## src/rtl/i2c_tgt_pkg.sv

```systemverilog
package i2c_tgt_pkg;
  localparam int BYTE_W = 8;
  localparam int ADDR_W = 7;

  typedef enum logic [2:0] {
    ST_IDLE,
    ST_RX,
    ST_TACK,
    ST_TX,
    ST_RACK
  } tgt_state_t;

  typedef enum logic [1:0] {
    K_ADDR,
    K_CMD,
    K_DATA
  } rx_kind_t;
endpackage

```

## src/rtl/i2c_line_filter.sv

```systemverilog
module i2c_line_filter #(
  parameter int STABLE = 5
) (
  input  logic clk,
  input  logic rst,
  input  logic din,
  output logic lvl
);
  localparam int CW = $clog2(STABLE + 1);

  logic          sync1, sync2;
  logic [CW-1:0] cnt;

  always_ff @(posedge clk) begin
    if (rst) begin
      sync1 <= 1'b1;
      sync2 <= 1'b1;
      lvl   <= 1'b1;
      cnt   <= '0;
    end else begin
      sync1 <= din;
      sync2 <= sync1;
      if (sync2 == lvl) begin
        cnt <= '0;
      end else if (cnt == CW'(STABLE - 1)) begin
        lvl <= sync2;
        cnt <= '0;
      end else begin
        cnt <= cnt + 1'b1;
      end
    end
  end

  // the filtered level only follows a synchronized value held for at least two cycles
  a_r10_filter_hold: assert property (@(posedge clk) disable iff (rst)
    (lvl != $past(lvl)) |-> ($past(sync2) == lvl && $past(sync2, 2) == lvl));
endmodule

```

## src/rtl/i2c_bus_events.sv

```systemverilog
module i2c_bus_events (
  input  logic clk,
  input  logic rst,
  input  logic scl,
  input  logic sda,
  output logic start_ev,
  output logic stop_ev,
  output logic rise_ev,
  output logic fall_ev
);
  logic scl_q, sda_q;

  always_ff @(posedge clk) begin
    if (rst) begin
      scl_q <= 1'b1;
      sda_q <= 1'b1;
    end else begin
      scl_q <= scl;
      sda_q <= sda;
    end
  end

  always_comb begin
    start_ev = scl & scl_q & sda_q & ~sda;
    stop_ev  = scl & scl_q & ~sda_q & sda;
    rise_ev  = scl & ~scl_q;
    fall_ev  = ~scl & scl_q;
  end
endmodule

```

## src/rtl/i2c_ptr_target.sv

```systemverilog
module i2c_ptr_target
  import i2c_tgt_pkg::*;
#(
  parameter int                 STABLE  = 5,
  parameter int                 STRAP_W = 2,
  parameter int                 PTR_W   = 2,
  parameter logic [6-STRAP_W:0] ADDR_HI = 5'b11100
) (
  input  logic               clk,
  input  logic               rst,
  input  logic               scl_i,
  input  logic               sda_i,
  input  logic [STRAP_W-1:0] strap,
  output logic               sda_oe,
  output logic               wr_stb,
  output logic [PTR_W-1:0]   wr_ptr,
  output logic [BYTE_W-1:0]  wr_data,
  output logic               rd_req,
  output logic [PTR_W-1:0]   rd_ptr,
  input  logic [BYTE_W-1:0]  rd_data,
  output logic               ack_stb,
  output logic               nack_stb
);
  localparam int NLINE = 2;
  localparam int BCW   = $clog2(BYTE_W);

  logic [NLINE-1:0] raw, flt;
  logic             scl_f, sda_f;
  logic             start_ev, stop_ev, rise_ev, fall_ev;

  assign raw = {scl_i, sda_i};

  for (genvar g = 0; g < NLINE; g++) begin : g_flt
    i2c_line_filter #(.STABLE(STABLE)) u_flt (
      .clk (clk),
      .rst (rst),
      .din (raw[g]),
      .lvl (flt[g])
    );
  end

  assign scl_f = flt[1];
  assign sda_f = flt[0];

  i2c_bus_events u_ev (
    .clk      (clk),
    .rst      (rst),
    .scl      (scl_f),
    .sda      (sda_f),
    .start_ev (start_ev),
    .stop_ev  (stop_ev),
    .rise_ev  (rise_ev),
    .fall_ev  (fall_ev)
  );

  tgt_state_t        st;
  rx_kind_t          kind;
  logic [BCW-1:0]    bitcnt;
  logic [BYTE_W-1:0] rxsh, txsh;
  logic              rw, phase, ld_pend;
  logic [PTR_W-1:0]  ptr;
  logic [ADDR_W-1:0] dev_addr;
  logic [BYTE_W-1:0] rx_byte;

  assign dev_addr = {ADDR_HI, strap};
  assign rx_byte  = {rxsh[BYTE_W-2:0], sda_f};
  assign wr_ptr   = ptr;
  assign rd_ptr   = ptr;

  always_ff @(posedge clk) begin
    if (rst) begin
      st       <= ST_IDLE;
      kind     <= K_ADDR;
      bitcnt   <= '0;
      rxsh     <= '0;
      txsh     <= '0;
      rw       <= 1'b0;
      phase    <= 1'b0;
      ld_pend  <= 1'b0;
      ptr      <= '0;
      sda_oe   <= 1'b0;
      wr_stb   <= 1'b0;
      wr_data  <= '0;
      rd_req   <= 1'b0;
      ack_stb  <= 1'b0;
      nack_stb <= 1'b0;
    end else begin
      wr_stb   <= 1'b0;
      rd_req   <= 1'b0;
      ack_stb  <= 1'b0;
      nack_stb <= 1'b0;
      ld_pend  <= rd_req;
      if (stop_ev) begin
        st     <= ST_IDLE;
        sda_oe <= 1'b0;
      end else if (start_ev) begin
        st     <= ST_RX;
        kind   <= K_ADDR;
        bitcnt <= '0;
        phase  <= 1'b0;
        sda_oe <= 1'b0;
      end else begin
        unique case (st)
          ST_RX: begin
            if (rise_ev) begin
              rxsh   <= rx_byte;
              bitcnt <= bitcnt + 1'b1;
              if (bitcnt == BCW'(BYTE_W - 1)) begin
                phase <= 1'b0;
                unique case (kind)
                  K_ADDR: begin
                    if (rx_byte[BYTE_W-1:1] == dev_addr) begin
                      rw     <= rx_byte[0];
                      rd_req <= rx_byte[0];
                      st     <= ST_TACK;
                    end else begin
                      st <= ST_IDLE;
                    end
                  end
                  K_CMD: begin
                    ptr <= rx_byte[PTR_W-1:0];
                    st  <= ST_TACK;
                  end
                  K_DATA: begin
                    wr_stb  <= 1'b1;
                    wr_data <= rx_byte;
                    st      <= ST_TACK;
                  end
                  default: st <= ST_IDLE;
                endcase
              end
            end
          end
          ST_TACK: begin
            if (fall_ev && !phase) begin
              sda_oe <= 1'b1;
            end else if (rise_ev) begin
              phase    <= 1'b1;
              ack_stb  <= ~sda_f;
              nack_stb <= sda_f;
            end else if (fall_ev && phase) begin
              bitcnt <= '0;
              phase  <= 1'b0;
              if (kind == K_ADDR && rw) begin
                st     <= ST_TX;
                sda_oe <= ~txsh[BYTE_W-1];
              end else begin
                st     <= ST_RX;
                sda_oe <= 1'b0;
                kind   <= (kind == K_ADDR) ? K_CMD : K_DATA;
              end
            end
          end
          ST_TX: begin
            if (rise_ev) begin
              bitcnt <= bitcnt + 1'b1;
              if (bitcnt == BCW'(BYTE_W - 1)) begin
                st    <= ST_RACK;
                phase <= 1'b0;
              end
            end else if (fall_ev) begin
              txsh   <= {txsh[BYTE_W-2:0], 1'b0};
              sda_oe <= ~txsh[BYTE_W-2];
            end
          end
          ST_RACK: begin
            if (fall_ev && !phase) begin
              sda_oe <= 1'b0;
            end else if (rise_ev) begin
              phase    <= 1'b1;
              ack_stb  <= ~sda_f;
              nack_stb <= sda_f;
              if (!sda_f) rd_req <= 1'b1;
              else        st     <= ST_IDLE;
            end else if (fall_ev && phase) begin
              st     <= ST_TX;
              bitcnt <= '0;
              phase  <= 1'b0;
              sda_oe <= ~txsh[BYTE_W-1];
            end
          end
          default: ;
        endcase
      end
      if (ld_pend) txsh <= rd_data;
    end
  end

  // one ninth-bit outcome at a time
  a_r8_ack_excl: assert property (@(posedge clk) disable iff (rst)
    !(ack_stb && nack_stb));
  // an idle engine never pulls the line
  a_r3_idle_released: assert property (@(posedge clk) disable iff (rst)
    (st == ST_IDLE) |-> !sda_oe);
  // a Stop always frees SDA
  a_r11_stop_release: assert property (@(posedge clk) disable iff (rst)
    stop_ev |=> !sda_oe);
  // the pointer moves only while a command byte is being received
  a_r6_ptr_hold: assert property (@(posedge clk) disable iff (rst)
    !(st == ST_RX && kind == K_CMD) |=> $stable(ptr));
  // write strobe lasts one cycle
  a_r5_wr_pulse: assert property (@(posedge clk) disable iff (rst)
    wr_stb |=> !wr_stb);
  // read request lasts one cycle
  a_r7_rd_pulse: assert property (@(posedge clk) disable iff (rst)
    rd_req |=> !rd_req);
endmodule

```

## config.mk

```make
export PLATFORM = sky130hd
export DESIGN_NAME = i2c_ptr_target
export DESIGN_NICKNAME = d
export VERILOG_FILES = /design/src/rtl/i2c_tgt_pkg.sv /design/src/rtl/i2c_line_filter.sv /design/src/rtl/i2c_bus_events.sv /design/src/rtl/i2c_ptr_target.sv
export SDC_FILE = /design/constraint.sdc
export NUM_CORES = 1
export LEC_CHECK = 0
export ABC_CLOCK_PERIOD_IN_PS = 3600
export BUFFER_PORTS_ARGS = -buffer_cell sky130_fd_sc_hd__buf_4
export CAP_MARGIN = 20
export CORE_MARGIN = 2
export CORE_UTILIZATION = 39
export CTS_CLUSTER_DIAMETER = 60
export DETAILED_ROUTE_END_ITERATION = 10
export PLACE_DENSITY = 0.56
export SYNTH_ARGS = -nofsm -noshare
export SYNTH_HDL_FRONTEND = slang
export SYNTH_SLANG_ARGS = --single-unit
```

## constraint.sdc

```tcl
create_clock -name clk -period 3.6 [get_ports clk]
set_input_delay 0.18 -clock clk [delete_from_list [all_inputs] [get_ports clk]]
set_output_delay 0.18 -clock clk [all_outputs]
set_load 0.02 [all_outputs]
```

## After elaboration in Yosys (flattened, before gate mapping)

Index checks and enable logic that the tools add are counted.

| cells by class | value |
|---|---|
| add/sub/neg operators | 3 |
| equal/unequal tests | 50 |
| multiplexer cells | 61 |
| bitwise operators | 21 |
| reduce and logical (&&, ||, !) cells | 35 |

Operators by type and width:

| cell | number |
|---|---|
| two-way mux 3 bit | 16 |
| two-way mux 8 bit | 6 |
| inequality test 3 bit, second input constant | 15 |
| AND reduction 6 bit | 5 |
| inequality test 2 bit, second input constant | 13 |
| two-way mux 1 bit | 24 |
| AND reduction 11 bit | 2 |
| two-way mux 2 bit | 9 |
| NOT 1 bit | 14 |
| AND reduction 7 bit | 2 |
| equality test 3 bit, second input constant | 4 |
| one-hot mux 3 bit (2 select lines) | 2 |
| one-hot mux 3 bit (4 select lines) | 1 |
| OR reduction 6 bit | 2 |
| adder 3 x 1 -> 3 bit, second input constant | 3 |
| inequality test 3 x 1 -> 1 bit, second input constant | 3 |
| OR reduction 3 bit | 3 |
| nonzero test 2 bit | 4 |
| OR reduction 2 bit | 4 |
| AND 1 bit | 7 |
| equality test 7 bit | 1 |
| equality test 3 x 2 -> 1 bit, second input constant | 2 |
| inequality test 2 x 1 -> 1 bit, second input constant | 3 |
| nonzero test 3 bit | 2 |
| other kinds (18) | 23 |

| storage, ports and cells | value |
|---|---|
| bits in registers | 55 |
| bits of input ports | 14 |
| output and inout bits | 17 |

## Depth between registers and ports, before layout

Gate-level depths: netlist of the first run.

| logic depth | value |
|---|---|
| word-level depth | 8 |
| gate-level depth with buffers | 6 |
| gate-level depth less buffers | 6 |

## Modules after synthesis

From an unflattened synthesis of the first run, not the netlist that was laid out.

| unflattened totals | value |
|---|---|
| cells, all modules | 284 |
| area, all modules | 2620.0 sq um |

By module, submodules not included:

| module | times used | cells an instance | area an instance (sq um) |
|---|---|---|---|
| i2c_ptr_target | 1 | 234 | 2054.5 |
| i2c_line_filter | 2 | 21 | 240.2 |
| i2c_bus_events | 1 | 8 | 85.1 |

## Least setup slack after synthesis of the first run

OpenSTA, ideal clock, no wires.

| timing path | value |
|---|---|
| kind | register -> register |
| start point | register st[1] |
| end point | register st[1] |
| library setup time | 0.072 ns |
| arrival time | 1.411 ns |
| path slack | 2.117 ns |
| cell stages (with the launch flop) | 6 |
| period minus slack after synthesis | 1.483 ns |
| path through | dfxtp_1 > buf_6 > nor3b_4 > o21ai_2 > a2111oi_4 > mux2i_1 |

| on the way | value |
|---|---|
| cells in the longest elaborated chain, start to end | 3 |

Ends and longest elaborated chain:

| what | RTL line | RTL |
|---|---|---|
| start: declaration | i2c_ptr_target.sv:56 | `tgt_state_t st;` |
| start signal: assignment | i2c_ptr_target.sv:72 | `st <= ST_IDLE;` |
| start signal: assignment | i2c_ptr_target.sv:94 | `st <= ST_IDLE;` |
| start signal: assignment | i2c_ptr_target.sv:97 | `st <= ST_RX;` |
| equality test 3 bit (tied with other cells) | i2c_ptr_target.sv:103 | `unique case (st)` |
| inequality test 3 x 2 -> 1 bit (no source line) (tied with other cells) | n/a |  |
| AND reduction 11 bit (no source line) | n/a |  |

Several ways; a longest one is shown, not always the timed one.
A chain may end at the register's enable or synchronous reset.

## Worst setup path in the final report of the first run

| timing path | value |
|---|---|
| start point | register st[0] |
| end point | register wr_data[6] |

| on the way | value |
|---|---|
| cells in the longest elaborated chain, start to end | 2 |

Ends and longest elaborated chain:

| what | RTL line | RTL |
|---|---|---|
| equality test 3 x 1 -> 1 bit | i2c_ptr_target.sv:103 |  |
| AND reduction 6 bit (no source line) | n/a |  |
| end signal: assignment | i2c_ptr_target.sv:126 | `wr_data <= rx_byte;` |
| end: declaration | i2c_ptr_target.sv:17 | `output logic [BYTE_W-1:0] wr_data,` |

No other way between the ends.

==> qor.csv, run 1 <==
stage,metric,value,unit
global_route,first-pass GRT wire length,8540,um
floorplan,Die X-Extent,85.7,um
worst_setup_path,"Data required, critical path",3.79,ns
route,Routed Wire Length,5050,um
clocking,cts bufs inserted,5,
synthesis,commonest cells in the netlist,"dfxtp_1, nor2_1, mux2i_1, nand2_1, inv_1",
worst_setup_path,Crit Path Category,flop to flop,
route,DRC,0,
sta,Max Clock Freq,0.513,GHz
cells_and_area,# fillers,643,
cells_and_area,"Cell Count, Final, Fillers Out",374,
route,WL/cell,13.5,um
synthesis,Post-synth EDFFs,0,
sta,clock skew,0.00917,ns
pwr,LEAKAGE,0.00123,uW
sta,unrepaired setup endpoints after global routing,no,
sta,Setup TNS,0,ns
clocking,Post-CTS Hold Buffers,0,
global_route,pin count of the biggest net entering global routing,45,
sta,"Slew Viols, Final",0,
cells_and_area,Final nets,320,
worst_setup_path,"Largest delay share family, worst path",simple AND/OR/NAND/NOR gates,
min_path,worst hold endpoint,g_flt[0].u_flt.sync1$_SDFF_PP1_,
clocking,# Post-CTS Setup Buffers,0,
flow_run,Max-Cap Viols,0,
global_route,All-Layer GR Usage,14.4,%
pwr,register share of total power,57.4,%
synthesis,synthesized cell area,0.00260,mm2
worst_setup_path,cell count of the worst reg-to-reg path,4,
pwr,Psw,217,uW
placement,setup slack at placement,1.63,ns
synthesis,Unique masters post-synth,54,
placement,Placer Congestion,0.788,
synthesis,Synth warnings,0,
worst_setup_path,"Max FO, Critical Path",13,
status,status,"complete, no violations",
synthesis,syn_area_per_cell,9.42,um2
min_path,Cells on Worst Hold Path,2,
floorplan,FP Rows,29,
sta,relative max-transition margin,58.4,%
synthesis,ys async rst share,0,%
synthesis,post-synthesis net count,300,
cells_and_area,n_diodes,0,
clocking,post-cts resize count,0,
pwr,combinational power share,2.7,%
synthesis,ys flop type,dfxtp_1,
pwr,worst vdd ir,0.000173,V
synthesis,most frequent cell after synthesis,dfxtp_1,
floorplan,Total Die Area,0.00734,mm2
worst_setup_path,flop2flop setup slack,1.65,ns
clocking,Sink Count,55,
placement,DPL Wire Length,3520,um
sta,Final Cycle Share,54.2,%
global_route,initial antenna violation count,0,
synthesis,Synth Register Bits,55,
min_path,HP Class,primary input to flop,
worst_setup_path,RR Endpoint,wr_data[6]$_SDFFE_PP0P_,
pwr,Pint,849,uW
cells_and_area,layout cell share with drive strength beyond 1,17.2,%
sta,final hold vios,0,
sta,min Tclk post-route,1.95,ns
worst_setup_path,worst r2r src,st[0]$_SDFFE_PP0P_,
synthesis,main area contributors after synthesis,"dfxtp_1, mux2i_1, ha_1",
clocking,H-tree depth,2,
global_route,grt total ovfl,0,
sta,setup ws final,1.65,ns
floorplan,Initial Util,40.7,%
worst_setup_path,crit path cell chain,"and4bb_1, nand4_1, mux2i_1, nor2_1",
worst_setup_path,CP startpoint kind,flop,
synthesis,leading area contributor after synthesis,dfxtp_1,
placement,PortBufs,30,
cells_and_area,area grow syn2layout,13.5,%
route,drt initial violations,65,
worst_setup_path,Worst Setup End Kind,flop,
synthesis,cells after synthesis,276,
clocking,Root Buffer,clkbuf_8,
placement,dpl cells,366,
route,1st-pass router iterations,4,
route,vias post-DR,1932,
worst_setup_path,slowest cell delay on critical path,0.60,ns
cells_and_area,area of the multi-input gates,0.00136,mm2
pwr,Pwr per Cell Area,361,mW/mm2
floorplan,Core Area,0.00639,mm2
route,vias per cell,5.17,
worst_setup_path,slowest cell on the critical path,dfxtp_1,
sta,Worst Tran Pin Value,0.622,ns
synthesis,register area share after synthesis,42.3,%
sta,# setup viols final,0,
cells_and_area,Reg area,0.00110,mm2
pwr,Clk pwr share,39.9,%
synthesis,Yosys top cell area share,42.3,%
floorplan,Die H,85.7,um
clocking,clock-pin transition on the worst setup and hold timing paths,0.10,ns
clocking,clock buffer depth,2,
worst_setup_path,Worst Path Arrival,2.15,ns
clocking,CTS tree,yes,
cells_and_area,fin util,46.2,%
min_path,worst hold start,sda_i,
floorplan,Top-Level Pins,31,
pwr,Sw Ratio,20.4,%
clocking,"Clk Latency, worst-skew pair",0.31,ns
route,DRT antenna net count,0,
global_route,vias in the first global route,1840,
worst_setup_path,"Buf+Inv Stages, Crit Path",0,
state kept, by name (all words and copies together) (netlist names):
register           flops
st                     3
g_flt.u_flt.lvl        2
ack_stb                1
g_flt.u_flt.sync1      2
sda_oe                 1
g_flt.u_flt.cnt        6
ld_pend                1
phase                  1
rw                     1
kind                   2
bitcnt                 3
wr_stb                 1
nack_stb               1
wr_data                8
rd_ptr                 2
txsh                   8
rxsh                   7
g_flt.u_flt.sync2      2
rd_req                 1
u_ev.sda_q             1
u_ev.scl_q             1
layout by cell type (no fill, tap or decap), types with 2 or more instances in the layout:
master    Yosys  layout
a31oi_1       2       2
nand2b_1      4       4
nand3b_1      3       3
nor3b_1       2       2
a211oi_1      7       7
or2_2         6       6
clkbuf_8      0       6
nor2_1       32      32
xor2_1        4       4
nand4_1       4       4
mux2i_1      31      31
ha_1         10      10
a21oi_1      10      10
and2_1        2       2
nor2b_1       2       2
and3b_1       2       2
xnor2_1       2       2
nand2_1      17      17
nand3_1       6       6
dfxtp_1      55      55
and3_1        5       5
buf_4         3      30
nor3_1        4       4
inv_1        13      13
nand4b_1      2       2
o21ai_0       4       4
o211ai_1      3       3
o221ai_1      2       2
and2b_1       2       2
how the worst max path moves through the flow:
stage | from | to | slack (ns) | cells past startpoint
2_1_floorplan | st[1]$_SDFFE_PP0P_ | st[1]$_SDFFE_PP0P_ | 2.12 | 5
3_3_place_gp | g_flt[1].u_flt.lvl$_SDFFE_PP1P_ | wr_data[7]$_SDFFE_PP0P_ | 1.67 | 4
3_5_place_dp | g_flt[1].u_flt.lvl$_SDFFE_PP1P_ | wr_data[6]$_SDFFE_PP0P_ | 1.63 | 4
4_1_cts | g_flt[1].u_flt.lvl$_SDFFE_PP1P_ | wr_data[6]$_SDFFE_PP0P_ | 1.62 | 4
5_1_grt | g_flt[1].u_flt.lvl$_SDFFE_PP1P_ | wr_data[6]$_SDFFE_PP0P_ | 1.41 | 4
6_report | st[0]$_SDFFE_PP0P_ | wr_data[6]$_SDFFE_PP0P_ | 1.65 | 4
final cells by class:
cell class | count | share of cell area (%)
repair buffers | 30 | 7.63
well taps | 77 | 3.26
clock inverters | 2 | 1.19
clock buffers | 6 | 2.80
inverters | 13 | 1.65
multi-input cells | 191 | 46.2
flip-flops and latches | 55 | 37.3
cell families after synthesis:
family / synth area share (%)
muxes: 11.9
DFF: 42.3
xor gates and xnor gates: 2.02
and+or+nand+nor: 22.2
AOI/OAI and AO/OA: 11.5
buffers and inverters: 5.25
adders and majority gates: 4.81
stage by stage:
step | instance area, um2 | hold WS (ns) | power [uW]
after detailed placement | 2830 | 0.371 | 655
after global routing | 2950 | 0.0517 | 1110
after CTS | 2950 | 0.0511 | 1080
after global placement | 2830 | 0.367 | 655
final | 2950 | 0.0583 | 1070
after floorplan | 2600 | 0.284 | 641
power groups by stage:
stage	sequential (uW)	combinational (uW)	clock (uW)
after floorplan	626	14.8	0
after global placement	626	29.2	0
after detailed placement	626	29.4	0
after CTS	612	29.6	437
after global routing	612	32.4	461
final	612	28.9	426
routing by layer:
metal  share of wire, %  wire [um]  vias up  GRT usage, %
li1                   -          -      996             -
met1                 51       2570      906          19.0
met2                 45       2270       25          23.9
met3                3.2        161        5          2.98
met4                1.0         53        0          3.90
met5                  0          0        -             0
No activity file was read; power rests on OpenSTA's default activity.
==> run 2, diff against run 1 <==
--- a/config.mk
+++ b/config.mk
@@ -5,7 +5,7 @@
 export SDC_FILE = /design/constraint.sdc
 export NUM_CORES = 1
 export LEC_CHECK = 0
-export ABC_CLOCK_PERIOD_IN_PS = 3600
+export ABC_CLOCK_PERIOD_IN_PS = 1970
 export BUFFER_PORTS_ARGS = -buffer_cell sky130_fd_sc_hd__buf_4
 export CAP_MARGIN = 20
 export CORE_MARGIN = 2
==> constraint.sdc (replaced) <==
create_clock -name clk -period 1.97 [get_ports clk]
set_input_delay 0.0985 -clock clk [delete_from_list [all_inputs] [get_ports clk]]
set_output_delay 0.0985 -clock clk [all_outputs]
set_load 0.02 [all_outputs]
==> run 2 against run 1 <==
Worst hold slack worse by 0.0086 ns. Power up 69%. Clock skew down 0.0038 ns. Sequential power up 83%. Register-to-register slack worse by 1.4 ns. Combinational power up 99%. Sequential share of layout area down 0.53 points. Cell count up 2.1%.
==> qor.csv, run 2 (synthesis gave the netlist of run 1 again) <==
stage,metric,value,unit,change
clocking,post-cts resize count,0,,unchanged
sta,relative max-transition margin,69.9,%,+11 points
clocking,cts bufs inserted,5,,unchanged
floorplan,Total Die Area,0.00734,mm2,unchanged
clocking,Sink Count,55,,unchanged
sta,"Slew Viols, Final",0,,unchanged
cells_and_area,Final nets,329,,+2.8%
worst_setup_path,worst r2r src,u_ev.scl_q$_SDFF_PP1_,,
floorplan,Core Area,0.00639,mm2,unchanged
worst_setup_path,"Max FO, Critical Path",14,,+1
clocking,"Clk Latency, worst-skew pair",0.31,ns,about the same
sta,unrepaired setup endpoints after global routing,no,,
global_route,initial antenna violation count,0,,unchanged
cells_and_area,area of the multi-input gates,0.00136,mm2,unchanged
worst_setup_path,CP startpoint kind,flop,,
sta,min Tclk post-route,1.74,ns,-0.212 ns
worst_setup_path,Crit Path Category,flop to flop,,
sta,final hold vios,0,,unchanged
sta,Max Clock Freq,0.575,GHz,+12%
clocking,H-tree depth,2,,unchanged
status,status,"complete, no violations",,
route,Routed Wire Length,5020,um,-0.57%
cells_and_area,"commonest non-fill, non-tap cell in the layout",dfxtp_1,,
clocking,clock buffer depth,2,,unchanged
min_path,Cells on Worst Hold Path,3,,+1
cells_and_area,fin area,0.00299,mm2,+1.4%
global_route,pin count of the biggest net entering global routing,45,,unchanged
route,WL/cell,13.2,um,-2.7%
clocking,CTS tree,yes,,
global_route,first-pass GRT wire length,8690,um,+1.8%
sta,Final Cycle Share,88.2,%,+34 points
cells_and_area,most frequent cells in the layout,"dfxtp_1, buf_4, nor2_1",,
placement,post-placement cell area,0.00289,mm2,+1.9%
route,DRT antenna net count,0,,unchanged
pwr,LEAKAGE,0.00126,uW,+2.2%
flow_run,Max-Cap Viols,0,,unchanged
worst_setup_path,flop2flop setup slack,0.23,ns,-1.42 ns
worst_setup_path,Worst Setup SP,u_ev.scl_q$_SDFF_PP1_,,
worst_setup_path,Worst Path Arrival,1.98,ns,-0.17 ns
worst_setup_path,slowest cell delay on critical path,0.56,ns,-0.04 ns
worst_setup_path,"Data required, critical path",2.21,ns,-1.58 ns
cells_and_area,# fillers,630,,-2.0%
floorplan,Top-Level Pins,31,,unchanged
global_route,vias in the first global route,1814,,-1.4%
placement,PortBufs,30,,unchanged
clocking,Root Buffer,clkbuf_8,,
route,vias per cell,5.01,,-3.0%
cells_and_area,Reg area,0.00110,mm2,unchanged
route,drt initial violations,90,,+38%
floorplan,Die X-Extent,85.7,um,unchanged
worst_setup_path,RR Endpoint,st[1]$_SDFFE_PP0P_,,
global_route,All-Layer GR Usage,14.8,%,+0.39 points
placement,Placer Congestion,0.873,,+11%
sta,clock skew,0.00540,ns,-0.00377 ns
min_path,HP Class,primary input to flop,,
floorplan,Initial Util,40.7,%,unchanged
worst_setup_path,Worst Setup End Kind,flop,,
floorplan,FP Rows,29,,unchanged
clocking,# Post-CTS Setup Buffers,0,,unchanged
cells_and_area,area grow syn2layout,15.2,%,
min_path,worst hold endpoint,txsh[0]$_SDFFE_PP0P_,,
sta,Setup TNS,0,ns,unchanged
global_route,grt total ovfl,0,,unchanged
pwr,Pwr per Cell Area,601,mW/mm2,+66%
placement,DPL Wire Length,3570,um,+1.4%
clocking,clock-pin transition on the worst setup and hold timing paths,0.09,ns,about the same
worst_setup_path,cell count of the worst reg-to-reg path,4,,unchanged
clocking,Post-CTS Hold Buffers,2,,+2
floorplan,Die H,85.7,um,unchanged
worst_setup_path,crit path cell chain,"and2b_1, o211a_1, a2111oi_4, mux2i_1",,
route,1st-pass router iterations,4,,unchanged
sta,Worst Tran Pin Value,0.452,ns,-0.170 ns
pwr,worst vdd ir,0.000295,V,+71%
cells_and_area,layout cell share with drive strength beyond 1,18.7,%,+1.5 points
min_path,worst hold start,rd_data[0],,
route,vias post-DR,1914,,-0.93%
worst_setup_path,slowest cell on the critical path,dfxtp_1,,
sta,# setup viols final,0,,unchanged
cells_and_area,n_diodes,0,,unchanged
route,DRC,0,,unchanged
cells_and_area,Top Registers,"txsh (8), wr_data (8), rxsh (7)",,
[run 2: worst max-delay path by stage]
stage	endpoint	slack [ns]
detailed placement	st[1]$_SDFFE_PP0P_	0.28
CTS	rd_req$_SDFF_PP0_	0.26
floorplan	st[1]$_SDFFE_PP0P_	0.49
global placement	st[1]$_SDFFE_PP0P_	0.30
finish	st[1]$_SDFFE_PP0P_	0.23
global route	st[1]$_SDFFE_PP0P_	0.09
[run 2: final cells by class]
| cell class | count | area share (%) |
|---|---|---|
| Timing Repair Buffer | 39 | 9.95 |
| Multi-Input combinational cell | 191 | 45.5 |
| Clock buffer | 6 | 2.76 |
| Tap cell | 77 | 3.22 |
| Clock inverter | 1 | 0.167 |
| Inverter | 13 | 1.63 |
| Sequential cell | 55 | 36.8 |
[run 2: per-stage QoR]
step / instances / total power [uW] / hold slack, ns / util [%] / setup slack (ns)
final: 382 / 1800 / 0.0497 / 46.9 / 0.232
after global routing: 382 / 1880 / 0.0542 / 46.9 / 0.0895
after CTS: 382 / 1830 / 0.0418 / 46.9 / 0.258
after detailed placement: 373 / 1200 / 0.286 / 45.2 / 0.281
after global placement: 373 / 1200 / 0.285 / 45.2 / 0.296
after floorplan: 276 / 1170 / 0.202 / - / 0.487
[run 2: worst max-delay path, delay by kind of cell, from the launching register on]
family / cells / cell delay (ns)
compound gates: 2 / 0.57
flops: 1 / 0.56
simple gates: 1 / 0.32
mux: 1 / 0.23
[run 2: power breakdown]
part           internal [uW]  switching (uW)
combinational           28.3            29.1
clock                    277             348
sequential              1120            2.04
[run 2: routing by layer]
layer	global-route usage [%]	up-vias	part of all wire [%]
met5	0	-	0
met4	5.63	0	1.8
met3	2.98	8	3.1
li1	-	1015	-
met1	21.2	866	52
met2	21.8	25	43
==> run 3, diff against run 2 <==
--- a/config.mk
+++ b/config.mk
@@ -13,6 +13,7 @@
 export CTS_CLUSTER_DIAMETER = 60
 export DETAILED_ROUTE_END_ITERATION = 10
 export PLACE_DENSITY = 0.56
+export SETUP_SLACK_MARGIN = 0.5
 export SYNTH_ARGS = -nofsm -noshare
 export SYNTH_HDL_FRONTEND = slang
 export SYNTH_SLANG_ARGS = --single-unit
==> run 3 against run 2 <==
Largest power group unchanged. First-iteration DRC count is 26% higher. Routed wire length rose by 13%. Global-route usage grew 0.73 points. Clock skew barely moved.
==> qor.csv, run 3 (synthesis gave the netlist of run 1 again) <==
stage,metric,value,unit,change
status,status,"complete, no violations",,
sta,Final Cycle Share,76.2,%,-12 points
worst_setup_path,flop2flop setup slack,0.47,ns,+0.24 ns
pwr,total power draw,1780,uW,-0.97%
clocking,CTS tree,yes,,
floorplan,Core Area,0.00639,mm2,unchanged
cells_and_area,most frequent cells in the layout,"buf_4, dfxtp_1, nor2_1",,
flow_run,Max-Cap Viols,0,,unchanged
worst_setup_path,"Max FO, Critical Path",6,,-8
worst_setup_path,"Data required, critical path",2.21,ns,about the same
placement,setup slack at placement,0.213,ns,-0.0671 ns
sta,unrepaired setup endpoints after global routing,yes,,
floorplan,Top-Level Pins,31,,unchanged
sta,min Tclk post-route,1.50,ns,-0.238 ns
sta,"Slew Viols, Final",0,,unchanged
pwr,worst vdd ir,0.000312,V,+5.9%
global_route,grt total ovfl,0,,unchanged
sta,Setup TNS,0,ns,unchanged
worst_setup_path,RR Endpoint,st[1]$_SDFFE_PP0P_,,
worst_setup_path,Worst Setup End Kind,flop,,
route,1st-pass router iterations,4,,unchanged
global_route,first-pass GRT wire length,9250,um,+6.5%
route,WL/cell,14.1,um,+7.1%
floorplan,Die H,85.7,um,unchanged
min_path,HP Class,primary input to flop,,
route,DRC,0,,unchanged
sta,Max Clock Freq,0.666,GHz,+16%
global_route,initial antenna violation count,0,,unchanged
route,vias post-DR,2069,,+8.1%
route,drt initial violations,113,,+26%
placement,DPL Wire Length,3570,um,about the same
route,Routed Wire Length,5690,um,+13%
pwr,LEAKAGE,0.00140,uW,+12%
cells_and_area,# fillers,596,,-5.4%
sta,final hold vios,0,,unchanged
clocking,Root Buffer,clkbuf_8,,
min_path,Cells on Worst Hold Path,3,,unchanged
placement,Placer Congestion,0.850,,-2.7%
worst_setup_path,Crit Path Category,flop to flop,,
cells_and_area,"commonest non-fill, non-tap cell in the layout",buf_4,,
clocking,H-tree depth,2,,unchanged
route,vias per cell,5.12,,+2.2%
clocking,Sink Count,55,,unchanged
floorplan,Total Die Area,0.00734,mm2,unchanged
cells_and_area,Final nets,350,,+6.4%
worst_setup_path,Worst Path Arrival,1.74,ns,-0.24 ns
clocking,cts bufs inserted,5,,unchanged
pwr,Pwr per Cell Area,537,mW/mm2,-11%
floorplan,FP Rows,29,,unchanged
cells_and_area,layout cell share with drive strength beyond 1,34.3,%,+16 points
clocking,clock-pin transition on the worst setup and hold timing paths,0.10,ns,about the same
placement,PortBufs,30,,unchanged
min_path,worst hold start,rd_data[0],,
clocking,"Clk Latency, worst-skew pair",0.31,ns,about the same
cells_and_area,Top Registers,"txsh (8), wr_data (8), rxsh (7)",,
sta,# setup viols final,0,,unchanged
worst_setup_path,worst r2r src,st[1]$_SDFFE_PP0P_,,
sta,Hold WS,0.0408,ns,-0.00896 ns
route,DRT antenna net count,0,,unchanged
global_route,All-Layer GR Usage,15.5,%,+0.73 points
cells_and_area,n_diodes,0,,unchanged
cells_and_area,area grow syn2layout,27.6,%,
sta,relative max-transition margin,68.7,%,-1.1 points
clocking,clock buffer depth,2,,unchanged
worst_setup_path,cell count of the worst reg-to-reg path,5,,+1
min_path,worst hold endpoint,txsh[0]$_SDFFE_PP0P_,,
sta,Worst Tran Pin Value,0.469,ns,+0.0170 ns
floorplan,Die X-Extent,85.7,um,unchanged
worst_setup_path,CP startpoint kind,flop,,
cells_and_area,fin util,52.0,%,+5.1 points
global_route,pin count of the biggest net entering global routing,45,,unchanged
floorplan,Initial Util,40.7,%,unchanged
sta,setup ws final,0.469,ns,+0.238 ns
sta,clock skew,0.00534,ns,-0.0000627 ns
global_route,vias in the first global route,1987,,+9.5%
run 3: cell types whose count changed in the layout (fill, tap and decap cells not counted), sizes merged:
cell,delta
clkinvlp,+1
clkbuf,+1
buf,+20
run 3: report_power, final:
| group | internal, uW | switching [uW] | total [uW] |
|---|---|---|---|
| sequential | 1110 | 1.99 | 1110 |
| clock | 249 | 363 | 613 |
| combinational | 28.8 | 31.5 | 60.2 |
| total | 1390 | 397 | 1780 |
run 3: critical path: stages, from the launching register on:
cell	delay [ns]
dfxtp_4	0.39
nor2b_4	0.15
buf_4	0.13
o211a_1	0.24
a2111oi_4	0.30
mux2i_1	0.22
run 3: repair_timing:
item | CTS | global route
buffers inserted | 10 | 12
pin swaps | 7 | 14
gates resized for setup | 33 | 24
setup endpoints to repair | 34 | 32
hold endpoints to repair | 2 | 0
hold buffers | 2 | 0
gates cloned | 0 | 1
run 3: cell type report:
class / count / area, um2 / share of cell area [%]
clock buffers: 6 / 72.6 / 2.19
inverters: 13 / 51.3 / 1.55
flip-flops and latches: 55 / 1130 / 34.0
clock inverters: 2 / 12.5 / 0.377
repair buffers: 60 / 464 / 14.0
well taps: 77 / 96.3 / 2.90
multi-input cells: 191 / 1490 / 45.0
run 3: how the worst max path moves through the flow:
stage,from,to,slack (ns),cells past startpoint
after floorplan,st[1]$_SDFFE_PP0P_,st[1]$_SDFFE_PP0P_,0.50,5
after global routing,kind[1]$_SDFFE_PP0P_,rd_req$_SDFF_PP0_,0.37,6
final,st[1]$_SDFFE_PP0P_,st[1]$_SDFFE_PP0P_,0.47,5
after global placement,st[0]$_SDFFE_PP0P_,st[2]$_SDFFE_PP0P_,0.28,4
after detailed placement,g_flt[1].u_flt.lvl$_SDFFE_PP1P_,st[1]$_SDFFE_PP0P_,0.21,4
after CTS,st[0]$_SDFFE_PP0P_,st[2]$_SDFFE_PP0P_,0.48,4
run 3: routing by layer:
layer | track usage [%] | vias to the layer above | wire (um)
met5 | 0 | - | 0
met3 | 3.75 | 8 | 240
met2 | 23.4 | 41 | 2540
met1 | 21.4 | 966 | 2810
met4 | 5.77 | 0 | 91
li1 | - | 1054 | -
run 3: through the flow:
step,instances,instance area (um2)
5_1_grt,404,3320
2_1_floorplan,276,2600
4_1_cts,391,3140
3_5_place_dp,371,2870
3_3_place_gp,371,2870
6_report,404,3320
